==> config.mk <==
export PLATFORM = sky130hd
export DESIGN_NAME = irq_vector_ctrl
export DESIGN_NICKNAME = d
export VERILOG_FILES = /design/src/rtl/irqv_pkg.sv /design/src/rtl/irqv_flag_bank.sv /design/src/rtl/irqv_prio_pick.sv /design/src/rtl/irqv_vec_gen.sv /design/src/rtl/irq_vector_ctrl.sv
export SDC_FILE = /design/constraint.sdc
export NUM_CORES = 1
export LEC_CHECK = 0
export BUFFER_PORTS_ARGS = -buffer_cell sky130_fd_sc_hd__buf_2
export CORE_MARGIN = 1.5
export CORE_UTILIZATION = 55
export CTS_BUF_LIST = sky130_fd_sc_hd__clkbuf_4
export DETAILED_ROUTE_END_ITERATION = 10
export PLACE_DENSITY = 0.84
export SYNTH_ARGS = -nofsm -noshare
export SYNTH_HDL_FRONTEND = slang
export SYNTH_SLANG_ARGS = --single-unit
==> constraint.sdc <==
create_clock -name clk -period 2.5 [get_ports clk]
set_input_delay 0.5 -clock clk [delete_from_list [all_inputs] [get_ports clk]]
set_output_delay 0.5 -clock clk [all_outputs]
set_load 0.01 [all_outputs]
==> src/rtl/irqv_pkg.sv <==
package irqv_pkg;

    localparam int unsigned IRQ_LINES      = 16;
    localparam int unsigned ADDR_BITS      = 32;
    localparam int unsigned TBASE_LSB      = 10;
    localparam int unsigned SLOT_LSB       = 5;
    localparam int unsigned FIRST_MASKABLE = 4;
    localparam int unsigned RESET_IDX      = 0;
    localparam int unsigned NMI_IDX        = 1;
    localparam int unsigned IDX_BITS       = $clog2(IRQ_LINES);

    typedef enum logic [2:0] {
        CR_ENABLE   = 3'd0,
        CR_FLAG_SET = 3'd1,
        CR_FLAG_CLR = 3'd2,
        CR_STATUS   = 3'd3,
        CR_TABLE    = 3'd4
    } cr_sel_e;

    typedef struct packed {
        logic [IRQ_LINES-1:FIRST_MASKABLE] ena;
        logic                              nmie;
        logic                              gie;
        logic                              pgie;
        logic [ADDR_BITS-1:TBASE_LSB]      tbase;
        logic [ADDR_BITS-1:0]              irp;
        logic [ADDR_BITS-1:0]              nrp;
        logic [ADDR_BITS-1:0]              pc_next;
        logic                              take;
        logic [IDX_BITS-1:0]               inum;
    } ctrl_state_t;

endpackage

==> src/rtl/irqv_flag_bank.sv <==
module irqv_flag_bank #(
    parameter int unsigned N = 16
) (
    input  logic         clk,
    input  logic         rst_n,
    input  logic [N-1:0] line_i,
    input  logic [N-1:0] set_i,
    input  logic [N-1:0] clr_i,
    input  logic [N-1:0] take_clr_i,
    output logic [N-1:0] flag_o
);
    logic [N-1:0] line_d, line_q;
    logic [N-1:0] line_dd, line_qq;
    logic [N-1:0] pset_d, pset_q;
    logic [N-1:0] pclr_d, pclr_q;
    logic [N-1:0] flag_d, flag_q;
    logic [N-1:0] rise;

    // first stage latches the lines, second stage finds the 0-to-1 step
    always_comb begin
        line_d  = line_i;
        line_dd = line_q;
        rise    = line_q & ~line_qq;
        pset_d  = set_i;
        pclr_d  = clr_i;
        flag_d  = (flag_q | rise | pset_q) & ~pclr_q & ~take_clr_i;
    end

    always_ff @(posedge clk or negedge rst_n) begin
        if (!rst_n) begin
            line_q  <= '0;
            line_qq <= '0;
            pset_q  <= '0;
            pclr_q  <= '0;
            flag_q  <= '0;
        end else begin
            line_q  <= line_d;
            line_qq <= line_dd;
            pset_q  <= pset_d;
            pclr_q  <= pclr_d;
            flag_q  <= flag_d;
        end
    end

    assign flag_o = flag_q;
endmodule

==> src/rtl/irqv_prio_pick.sv <==
module irqv_prio_pick #(
    parameter int unsigned N  = 16,
    parameter int unsigned IW = 4
) (
    input  logic [N-1:0]  cand_i,
    output logic          any_o,
    output logic [IW-1:0] idx_o
);
    // scan from the top so the lowest set index is the last one written
    always_comb begin
        idx_o = '0;
        for (int i = N - 1; i >= 0; i--) begin
            if (cand_i[i]) idx_o = IW'(i);
        end
        any_o = |cand_i;
    end
endmodule

==> src/rtl/irqv_vec_gen.sv <==
module irqv_vec_gen #(
    parameter int unsigned AW   = 32,
    parameter int unsigned TLSB = 10,
    parameter int unsigned SLSB = 5,
    parameter int unsigned IW   = 4
) (
    input  logic [AW-1:TLSB] tbase_i,
    input  logic [IW-1:0]    idx_i,
    output logic [AW-1:0]    vec_o
);
    logic [AW-1:0] base_full;
    logic [AW-1:0] slot_off;

    always_comb begin
        base_full = {tbase_i, {TLSB{1'b0}}};
        slot_off  = AW'(idx_i) << SLSB;
        vec_o     = base_full + slot_off;
    end
endmodule

==> src/rtl/irq_vector_ctrl.sv <==
module irq_vector_ctrl
    import irqv_pkg::*;
#(
    parameter int unsigned N    = IRQ_LINES,
    parameter int unsigned AW   = ADDR_BITS,
    parameter int unsigned TLSB = TBASE_LSB,
    parameter int unsigned SLSB = SLOT_LSB,
    parameter int unsigned IW   = IDX_BITS
) (
    input  logic          clk,
    input  logic          rst_n,
    input  logic [N-1:0]  irq_line,
    input  logic [AW-1:0] pc_in,
    input  logic          boundary,
    input  logic          ret_irq,
    input  logic          ret_nmi,
    input  logic          cr_we,
    input  logic [2:0]    cr_sel,
    input  logic [AW-1:0] cr_wdata,
    output logic [N-1:0]  flag_o,
    output logic [N-1:0]  ena_o,
    output logic          gie_o,
    output logic          pgie_o,
    output logic [AW-1:0] irp_o,
    output logic [AW-1:0] nrp_o,
    output logic          pc_load_o,
    output logic [AW-1:0] pc_next_o,
    output logic          iack_o,
    output logic [IW-1:0] inum_o
);
    localparam int unsigned FM = FIRST_MASKABLE;

    ctrl_state_t   st_d, st_q;
    logic [N-1:0]  flags;
    logic [N-1:0]  cand;
    logic [N-1:0]  set_req, clr_req, take_clr;
    logic          pick_any;
    logic [IW-1:0] pick_idx;
    logic [AW-1:0] vec_addr;
    logic          take_now;
    cr_sel_e       sel;

    assign sel      = cr_sel_e'(cr_sel);
    assign set_req  = (cr_we && sel == CR_FLAG_SET) ? cr_wdata[N-1:0] : '0;
    assign clr_req  = (cr_we && sel == CR_FLAG_CLR) ? cr_wdata[N-1:0] : '0;
    assign take_now = boundary && pick_any;

    always_comb begin
        take_clr = '0;
        if (take_now) take_clr[pick_idx] = 1'b1;
    end

    irqv_flag_bank #(.N(N)) u_flags (
        .clk        (clk),
        .rst_n      (rst_n),
        .line_i     (irq_line),
        .set_i      (set_req),
        .clr_i      (clr_req),
        .take_clr_i (take_clr),
        .flag_o     (flags)
    );

    // which flags may be taken, and how the enable readout looks, per line class
    for (genvar g = 0; g < N; g++) begin : g_line
        if (g == RESET_IDX) begin : g_rst
            assign cand[g]  = flags[g];
            assign ena_o[g] = 1'b1;
        end else if (g == NMI_IDX) begin : g_nmi
            assign cand[g]  = flags[g] & st_q.nmie;
            assign ena_o[g] = st_q.nmie;
        end else if (g < FM) begin : g_rsv
            assign cand[g]  = 1'b0;
            assign ena_o[g] = 1'b0;
        end else begin : g_mask
            assign cand[g]  = flags[g] & st_q.ena[g] & st_q.gie & st_q.nmie;
            assign ena_o[g] = st_q.ena[g];
        end
    end

    irqv_prio_pick #(.N(N), .IW(IW)) u_pick (
        .cand_i (cand),
        .any_o  (pick_any),
        .idx_o  (pick_idx)
    );

    irqv_vec_gen #(.AW(AW), .TLSB(TLSB), .SLSB(SLSB), .IW(IW)) u_vec (
        .tbase_i (st_q.tbase),
        .idx_i   (pick_idx),
        .vec_o   (vec_addr)
    );

    always_comb begin
        st_d      = st_q;
        st_d.take = 1'b0;

        // software writes have the lowest precedence
        if (cr_we) begin
            case (sel)
                CR_ENABLE: begin
                    st_d.ena = cr_wdata[N-1:FM];
                    if (cr_wdata[NMI_IDX]) st_d.nmie = 1'b1;
                end
                CR_STATUS: begin
                    st_d.gie  = cr_wdata[0];
                    st_d.pgie = cr_wdata[1];
                end
                CR_TABLE: st_d.tbase = cr_wdata[AW-1:TLSB];
                default: ;
            endcase
        end

        if (ret_irq) st_d.gie = st_q.pgie;
        if (ret_nmi) begin
            st_d.gie  = st_q.pgie;
            st_d.nmie = 1'b1;
        end

        // the entry sequence overrides everything else in the same cycle
        if (take_now) begin
            st_d.take    = 1'b1;
            st_d.inum    = pick_idx;
            st_d.pc_next = vec_addr;
            st_d.pgie    = st_q.gie;
            st_d.gie     = 1'b0;
            if (pick_idx == IW'(NMI_IDX)) begin
                st_d.nrp  = pc_in;
                st_d.nmie = 1'b0;
            end else if (pick_idx != IW'(RESET_IDX)) begin
                st_d.irp = pc_in;
            end
        end
    end

    always_ff @(posedge clk or negedge rst_n) begin
        if (!rst_n) st_q <= '0;
        else        st_q <= st_d;
    end

    assign flag_o    = flags;
    assign gie_o     = st_q.gie;
    assign pgie_o    = st_q.pgie;
    assign irp_o     = st_q.irp;
    assign nrp_o     = st_q.nrp;
    assign pc_load_o = st_q.take;
    assign iack_o    = st_q.take;
    assign pc_next_o = st_q.pc_next;
    assign inum_o    = st_q.inum;
endmodule

== Yosys cells after proc, flatten, opt, wreduce, memory -nomap -nowiden ==
Index checks and enable logic that the tools add are counted.

* Register bits after elaboration: 218
* Input port bits: 89
* Output and inout port bits: 136
* Word-level logic and storage cells: 115

* Add/subtract/negate cells: 1
* Order comparisons: 2
* Equality and inequality tests: 5
* Mux-type cells: 29
* Bitwise logic cells: 46
* Reductions and logical operators: 17

{| class="wikitable"
|+ Operators by type and width
! kind !! count
|-
| $mux 4 || 14
|-
| $and 16x16->16 || 3
|-
| $mux 16 || 3
|-
| $not 16->16 || 3
|-
| $and 1x1->1 || 37
|-
| $add 32x9->32 || 1
|-
| $or 16x16->16 || 2
|-
| $mux 25 || 1
|-
| $mux 22 || 1
|-
| $reduce_or 14->1 || 1
|-
| $reduce_bool 4->1 || 3
|-
| $reduce_and 2->1 || 5
|-
| $eq 3x2->1 const B || 2
|-
| $lt 4x5->1 const B || 1
|-
| $mux 1 || 5
|-
| $mux 5 || 1
|-
| $demux 1 s4 || 1
|-
| $eq 4x1->1 const B || 1
|-
| $ge 4x1->1 const B || 1
|-
| $logic_and 1x1->1 || 4
|-
| $mux 2 || 2
|-
| $reduce_bool 2->1 || 2
|-
| $eq 3x1->1 const B || 1
|-
| $eq 3x3->1 const B || 1
|-
| other kinds (4) || 4
|}

== Depth between registers and ports, before layout ==
Gate-level depths: netlist of the first run.

* Word-level depth: 24
* Mapped depth: 7
* Mapped depth without buffers: 5

== Modules after synthesis ==
Synthesis of the first run repeated with hierarchy kept, for this count alone.

* Cells, all modules: 771
* Area, all modules: 9490.4 sq um

{| class="wikitable"
|+ By module, submodules not included
! module !! instances !! cells each !! area an instance (sq um) !! sequential area each (sq um)
|-
| irq_vector_ctrl || 1 || 576 || 6587.6 || 3453.3
|-
| irqv_flag_bank || 1 || 128 || 2482.4 || 2001.9
|-
| irqv_vec_gen || 1 || 33 || 244.0 || 0.0
|-
| irqv_prio_pick || 1 || 34 || 176.4 || 0.0
|}

== Least setup slack after synthesis of the first run ==
OpenSTA, ideal clock, no wires.

* Kind: reg-to-reg
* From: register u_flags.flag_q[11], in the netlist u_flags.flag_o[11]
* To: register st_q, in the netlist pc_next_o[17]
* Setup time: 125 ps
* Data arrival time: 1926 ps
* Data required time: 2375 ps
* Slack: 449 ps
* Stages on the path, launching flop included: 6
* Buffers on the path: 1
* Clock period less this slack: 2051 ps
* Cells stage by stage: dfrtp_1 a22oi_4 a31oi_2 o41ai_4 buf_8 mux2_4

* Word-level cells in the longest chain between the ends: 14
* Elaborated cells between the ends (all ways): 16
* Those cells by class: add/sub: 1; mux: 10; bitwise: 3; reduce/logical: 2

{| class="wikitable"
|+ Ends and longest elaborated chain
! item !! RTL line !! RTL
|-
| start: declaration || irqv_flag_bank.sv:16 || <nowiki>logic [N-1:0] flag_d, flag_q;</nowiki>
|-
| start signal: assignment || irqv_flag_bank.sv:41 || <nowiki>flag_q <= flag_d;</nowiki>
|-
| $and 1x1->1 (*) (3 in a row) || irq_vector_ctrl.sv:75 || <nowiki>assign cand[g] = flags[g] & st_q.ena[g] & st_q.gie & st_q.nmie;</nowiki>
|-
| $mux 4 (10 in a row) || irqv_prio_pick.sv:13 || <nowiki>if (cand_i[i]) idx_o = IW'(i);</nowiki>
|-
| $add 32x9->32 || irqv_vec_gen.sv:17 || <nowiki>vec_o = base_full + slot_off;</nowiki>
|-
| end signal: assignment || irq_vector_ctrl.sv:136 || <nowiki>else st_q <= st_d;</nowiki>
|-
| end: declaration || irq_vector_ctrl.sv:33 || <nowiki>ctrl_state_t st_d, st_q;</nowiki>
|}

Mark *: on every way between the ends. The rest lies on a longest branch, timed or not.
A chain may end at the register's enable or synchronous reset.

== Final worst setup path of the first run ==
* From: register st_q, in the netlist ena_o[1]
* To: register st_q, in the netlist pc_next_o[11]

* Word-level cells in the longest chain between the ends: 16
* Elaborated cells between the ends (all ways): 30
* Those cells by class: add/sub: 1; mux: 14; bitwise: 13; reduce/logical: 2

{| class="wikitable"
|+ Ends and longest elaborated chain
! item !! RTL line
|-
| $and 1x1->1 || irq_vector_ctrl.sv:75
|-
| $mux 4 (14 in a row) || irqv_prio_pick.sv:13
|-
| $add 32x9->32 || irqv_vec_gen.sv:17
|}

Several ways; a longest one is shown, not always the timed one.

==> flow_summary.toml, run 1 <==
[sta]
skew_ns = 0.0581
setup_tns_ns = 0
slew_violations = 0
setup_viol = 0
worstMarginPinSlew_ns = 0.762
timing.slew.headroom_pct = 48.8
rsz0062_at_grt = "no"
layout_min_cycle_time_ns = 2.18
max_freq_ghz = 0.459
fin_crit_sh_pct = 87.2
hold_viol_final = 0

[setup_path]
crit_fanout = 23
cp-end-kind = "register"
startpoint = "ena_o[1]"
worstSetupStartpointType = "register"
rr_startpoint = "ena_o[1]"
critPathKind = "reg -> reg"
r2r_end = "pc_next_o[11]"
r2r_slack_ns = 0.32
rr_worst_depth = 5
cp_data_arrival_time_ns = 2.68
critical_path_required_ns = 3.00

[clock_tree]
h-tree-depth = 2
clkLatencyLatePin_ns = 0.66
tritoncts = "done"
clock-sinks = 208
cts_resized = 0
clk_pin_slew_ns = 0.08
cts_inserted_buffers = 53
clockBufferDepth = 3
root_buffer = "clkbuf_4"

[power_and_ir_drop]
pwr-share-comb_pct = 31.1
peakVddDrop_mv = 0.711
sequentialPowerShare_pct = 44.4
p_clk_share_pct = 24.5
power.density_mw_per_mm2 = 1110
power.switching_mw = 3.60
swShare_pct = 32.4
power_mw = 11.1
p_int_mw = 7.51
total_leakage_power_nw = 4.88

[synth]
ys_async_sr_fraction_pct = 100
ys.warnings.count = 0
synthFlopType = "dfrtp_1"
ys_seq_elements = 208
netlist_instances = 626
synth_edf_count = 0
synth_cell_type_count = 53
avgSynthCellArea_um2 = 13.8
syn_area_mm2 = 0.00864
ys_seq_area_share_pct = 60.2

[place]
placed_area_mm2 = 0.00920
dp_hpwl_um = 12600
place_congestion = 0.937
port_buffers = 215

[worst_hold_path]
holdPathEnd = "u_flags.pset_q[2]"
hp-class = "in -> reg"
holdCritStartpoint = "cr_wdata[2]"
hold_depth = 2

[final_layout]
fillers = 1130
syn_to_final_growth_pct = 15.6
layout-drive-gt1-share_pct = 53.3
final_area_mm2 = 0.00999
fin_nets = 890
n_antenna_cell = 0

[run]
maxCapViolations = 0

[detailed_routing]
wire_per_inst_um = 17.7
drt_first_pass_iters = 4
ant_nets = 0
routed_wirelength_um = 18400
first_iter_violations = 261
drc_errors = 0
vias = 5327
routed_via_density = 5.13

[floorplan]
fp.dieW_um = 128
dieArea_mm2 = 0.0165
core_mm2 = 0.0153
num_rows = 45
die_h_um = 128
pin_count = 225
initial_utilization_pct = 56.6

[global_route]
grt_max_degree = 72
grt_usage_pct = 22.7
grt-ovfl-total = 0
grt_pass1_vias = 5706
grt_pass1_wl_um = 29100
antenna_found_initial = 0

[run_status]
outcome = "completed"
[power by group through the flow]
stage / combinational [mW] / sequential (mW) / clock, mW
2_1_floorplan: 3.16 / 4.82 / 0
3_5_place_dp: 3.46 / 4.98 / 0
3_3_place_gp: 3.34 / 4.90 / 0
4_1_cts: 3.49 / 4.93 / 2.80
6_report: 3.46 / 4.93 / 2.72
5_1_grt: 3.74 / 5.04 / 2.99
[cells in the mapped netlist (2+ instances only)]
| library cell | instances | share of area (%) |
|---|---|---|
| buf_2 | 6 | 0.35 |
| buf_6 | 2 | 0.26 |
| mux2_2 | 106 | 14 |
| clkbuf_1 | 6 | 0.26 |
| o31a_1 | 2 | 0.20 |
| a211oi_1 | 15 | 1.3 |
| nand2b_1 | 8 | 0.58 |
| o21ai_1 | 2 | 0.12 |
| a22oi_2 | 2 | 0.29 |
| nor2_1 | 15 | 0.65 |
| a21oi_1 | 11 | 0.64 |
| buf_4 | 117 | 10 |
| and2_1 | 33 | 2.4 |
| a31oi_1 | 3 | 0.22 |
| a22o_1 | 2 | 0.20 |
| dfrtp_1 | 208 | 60 |
| nand3_1 | 2 | 0.12 |
| nand4_1 | 3 | 0.22 |
| nor3b_1 | 2 | 0.17 |
| o21ai_0 | 5 | 0.29 |
| nor3_1 | 5 | 0.29 |
| a311oi_1 | 5 | 0.51 |
| conb_1 | 2 | 0.087 |
| inv_1 | 10 | 0.43 |
| o21a_1 | 2 | 0.17 |
| nand2_1 | 12 | 0.52 |
| mux2_4 | 14 | 2.4 |
[area by class of cell]
type | instances | area [um2] | share of cell area [%]
sequential | 208 | 5200 | 52.1
multi-input combinational | 282 | 2470 | 24.8
clock buffer | 75 | 563 | 5.64
timing repair buffer | 245 | 1390 | 13.9
inverter | 11 | 41.3 | 0.413
clock inverter | 6 | 50.0 | 0.501
tap | 211 | 264 | 2.64
[worst max-delay path by stage]
stage | slack (ns) | end
after floorplan | 0.45 | pc_next_o[17]
after global placement | 0.49 | pc_next_o[31]
after detailed placement | 0.38 | pc_next_o[11]
after CTS | 0.33 | pc_next_o[11]
after global routing | 0.20 | pc_next_o[11]
final | 0.32 | pc_next_o[11]
[cell usage in the layout, fill, tap and decap left out, drive strengths merged, types with 2 or more instances in the layout]
cell type    count
a211oi          16
a21oi           12
a22o             2
a22oi            4
a311oi           5
a31oi            4
and2            33
buf            227
clkbuf          76
clkinv           5
conb             9
dfrtp          208
dlygate4sd3     17
inv             11
mux2           120
nand2           14
nand2b           9
nand3            2
nand4            3
nor2            15
nor3             5
nor3b            2
o21a             2
o21ai            7
o31a             2
[flip-flops by register name, indices dropped and copies added (netlist names), 16 cells and up]
register	cells
u_flags.pclr_q	16
u_flags.pset_q	16
u_flags.line_qq	16
irp_o	32
u_flags.flag_o	16
pc_next_o	23
nrp_o	32
st_q	22
u_flags.line_dd	16
[what timing repair did]
action,4_1_cts,5_1_grt
endpoints found under the setup margin,0,0
hold buffers,17,0
setup buffers,0,0
hold endpoints to repair,83,0
[worst max-delay path, cell delays in order (launching register included)]
cell and delay [ns]:
dfrtp_1 0.52, nand2_4 0.20, a41oi_2 0.10, o41ai_4 0.39
buf_4 0.42, mux2_2 0.39
[per-layer routing]
layer	routed length [um]	track usage, %	vias to the layer above
met1	7230	27.3	2650
met4	402	7.27	0
met2	9020	38.3	247
li1	-	-	2391
met5	0	0	-
met3	1710	8.11	39
[per-stage QoR]
stage / utilization, % / std cells / hold WS (ns) / setup slack [ns]
finish: 65.5 / 1038 / 0.0584 / 0.321
floorplan: - / 633 / 0.204 / 0.449
global route: 65.5 / 1038 / 0.0218 / 0.198
global placement: 60.3 / 940 / 0.358 / 0.488
detailed placement: 60.3 / 940 / 0.367 / 0.382
CTS: 65.5 / 1038 / 0.0163 / 0.326
[kinds of logic after synthesis]
| kind of cell | synth area share [%] |
|---|---|
| AND/OR/NAND/NOR | 5.69 |
| buffers and inverters | 11.7 |
| AO/OA/AOI/OAI | 5.94 |
| multiplexers | 16.4 |
| flip-flops | 60.2 |
| other | 0.0869 |
Note: power is estimated with default switching activity, not from simulation.
==> inputs of run 2 (changes only) <==
Settings changed: CELL_PAD_IN_SITES_DETAIL_PLACEMENT set to 1, CELL_PAD_IN_SITES_GLOBAL_PLACEMENT set to 1, CORE_UTILIZATION 55 to 44, PLACE_DENSITY 0.84 to 0.83.
==> flow_summary.toml, run 2 (synthesized netlist as in run 1, its figures left out) <==
[worst_hold_path]
holdCritStartpoint = "cr_wdata[0]"
hp-class = "in -> reg"

[setup_path]
cp-end-kind = "register"
startpoint = "gie_o"
r2r_slack_ns = 0.44
critical_path_required_ns = 3.01
crit_fanout = 10
rr_startpoint = "gie_o"
cp_data_arrival_time_ns = 2.57
critPathKind = "reg -> reg"
worstSetupStartpointType = "register"

[global_route]
grt_usage_pct = 20.2
antenna_found_initial = 4
grt_pass1_vias = 6005
grt_max_degree = 75
grt_pass1_wl_um = 31700
grt-ovfl-total = 0

[power_and_ir_drop]
peakVddDrop_mv = 0.586
power.density_mw_per_mm2 = 1110
total_leakage_power_nw = 4.94

[clock_tree]
clkLatencyLatePin_ns = 0.65
h-tree-depth = 2
cts_inserted_buffers = 54
cts_resized = 0
clk_pin_slew_ns = 0.07
cts_setup_buffers = 0
root_buffer = "clkbuf_4"
tritoncts = "done"
clock-sinks = 208
clockBufferDepth = 3

[sta]
rsz0062_at_grt = "no"
fin_crit_sh_pct = 82.4
skew_ns = 0.0560
layout_min_cycle_time_ns = 2.06
timing.slew.headroom_pct = 57.7
max_freq_ghz = 0.485
hold_viol_final = 0
setup_tns_ns = 0
worstMarginPinSlew_ns = 0.635
slew_violations = 0
setup_viol = 0

[detailed_routing]
vias = 5336
wire_per_inst_um = 18.4
ant_nets = 0
first_iter_violations = 125
drc_errors = 0
routed_wirelength_um = 20400
routed_via_density = 4.82
drt_first_pass_iters = 4

[place]
dp_hpwl_um = 14300
place_congestion = 0.741
port_buffers = 215
placed_area_mm2 = 0.00935

[final_layout]
fillers = 2032
syn_to_final_growth_pct = 17.6
mostFrequentLayoutCells = "buf_2, dfrtp_1, mux2_2"
layout-drive-gt1-share_pct = 54.0
layout.area.seq_mm2 = 0.00520
multi_input_area_mm2 = 0.00249
final_common_cell = "buf_2"
final_area_mm2 = 0.0102
fin_nets = 896

[floorplan]
fp.dieW_um = 143
initial_utilization_pct = 44.7
core_mm2 = 0.0193
num_rows = 51
die_h_um = 143
dieArea_mm2 = 0.0205
pin_count = 225

[run]
maxCapViolations = 0

[run_status]
outcome = "completed"
==> run 2: path summary, 6_finish.rpt <==
check / end / cells past startpoint
setup / recovery: u_flags.flag_o[14] / 5
hold / removal: u_flags.pclr_q[0] / 2
setup reg to reg: u_flags.flag_o[14] / 5
hold reg to reg: u_flags.line_qq[1] / 0
min in group asynchronous: u_flags.pclr_q[0] / 2
max in group asynchronous: u_flags.pclr_q[2] / 3
==> run 2: cell type report <==
type,instances,share of cell area [%]
diodes,4,0.0985
clock buffers,76,5.61
clock inverters,10,0.640
inverters,11,0.406
multi-input cells,282,24.5
flip-flops and latches,208,51.2
well taps,265,3.26
repair buffers,250,14.3
==> run 2: what timing repair did <==
action | 4_1_cts | 5_1_grt
hold endpoints to repair | 84 | 0
hold buffers | 17 | 0
setup endpoints to repair | 0 | 0
==> run 2: metal layers <==
metal	wire, um	vias to the layer above	global-route usage, %
met3	1670	28	6.64
met4	290	0	6.19
li1	-	2414	-
met1	8020	2681	23.3
met2	10400	213	35.4
met5	0	-	0
==> run 2: power by group <==
group	total [mW]	internal, mW	switching, mW
sequential	4.95	4.33	0.618
combinational	3.53	1.77	1.76
clock	2.79	1.48	1.31
==> run 2: per-stage QoR <==
stage,setup slack [ns],hold slack [ns],std cells,total power [mW],utilization (%)
after floorplan,0.449,0.204,633,7.98,-
after global routing,0.316,0.0315,1104,12.0,52.5
after detailed placement,0.423,0.356,999,8.57,48.4
after global placement,0.546,0.356,999,8.34,48.4
final,0.439,0.0810,1106,11.3,52.6
after CTS,0.436,0.0277,1102,11.5,52.5
==> run 2: critical path, stage by stage, from the launching register on <==
cell	delay [ns]
dfrtp_1	0.53
nand2_4	0.15
a41oi_2	0.30
or4b_1	0.55
nor2_1	0.24
a211oi_1	0.14
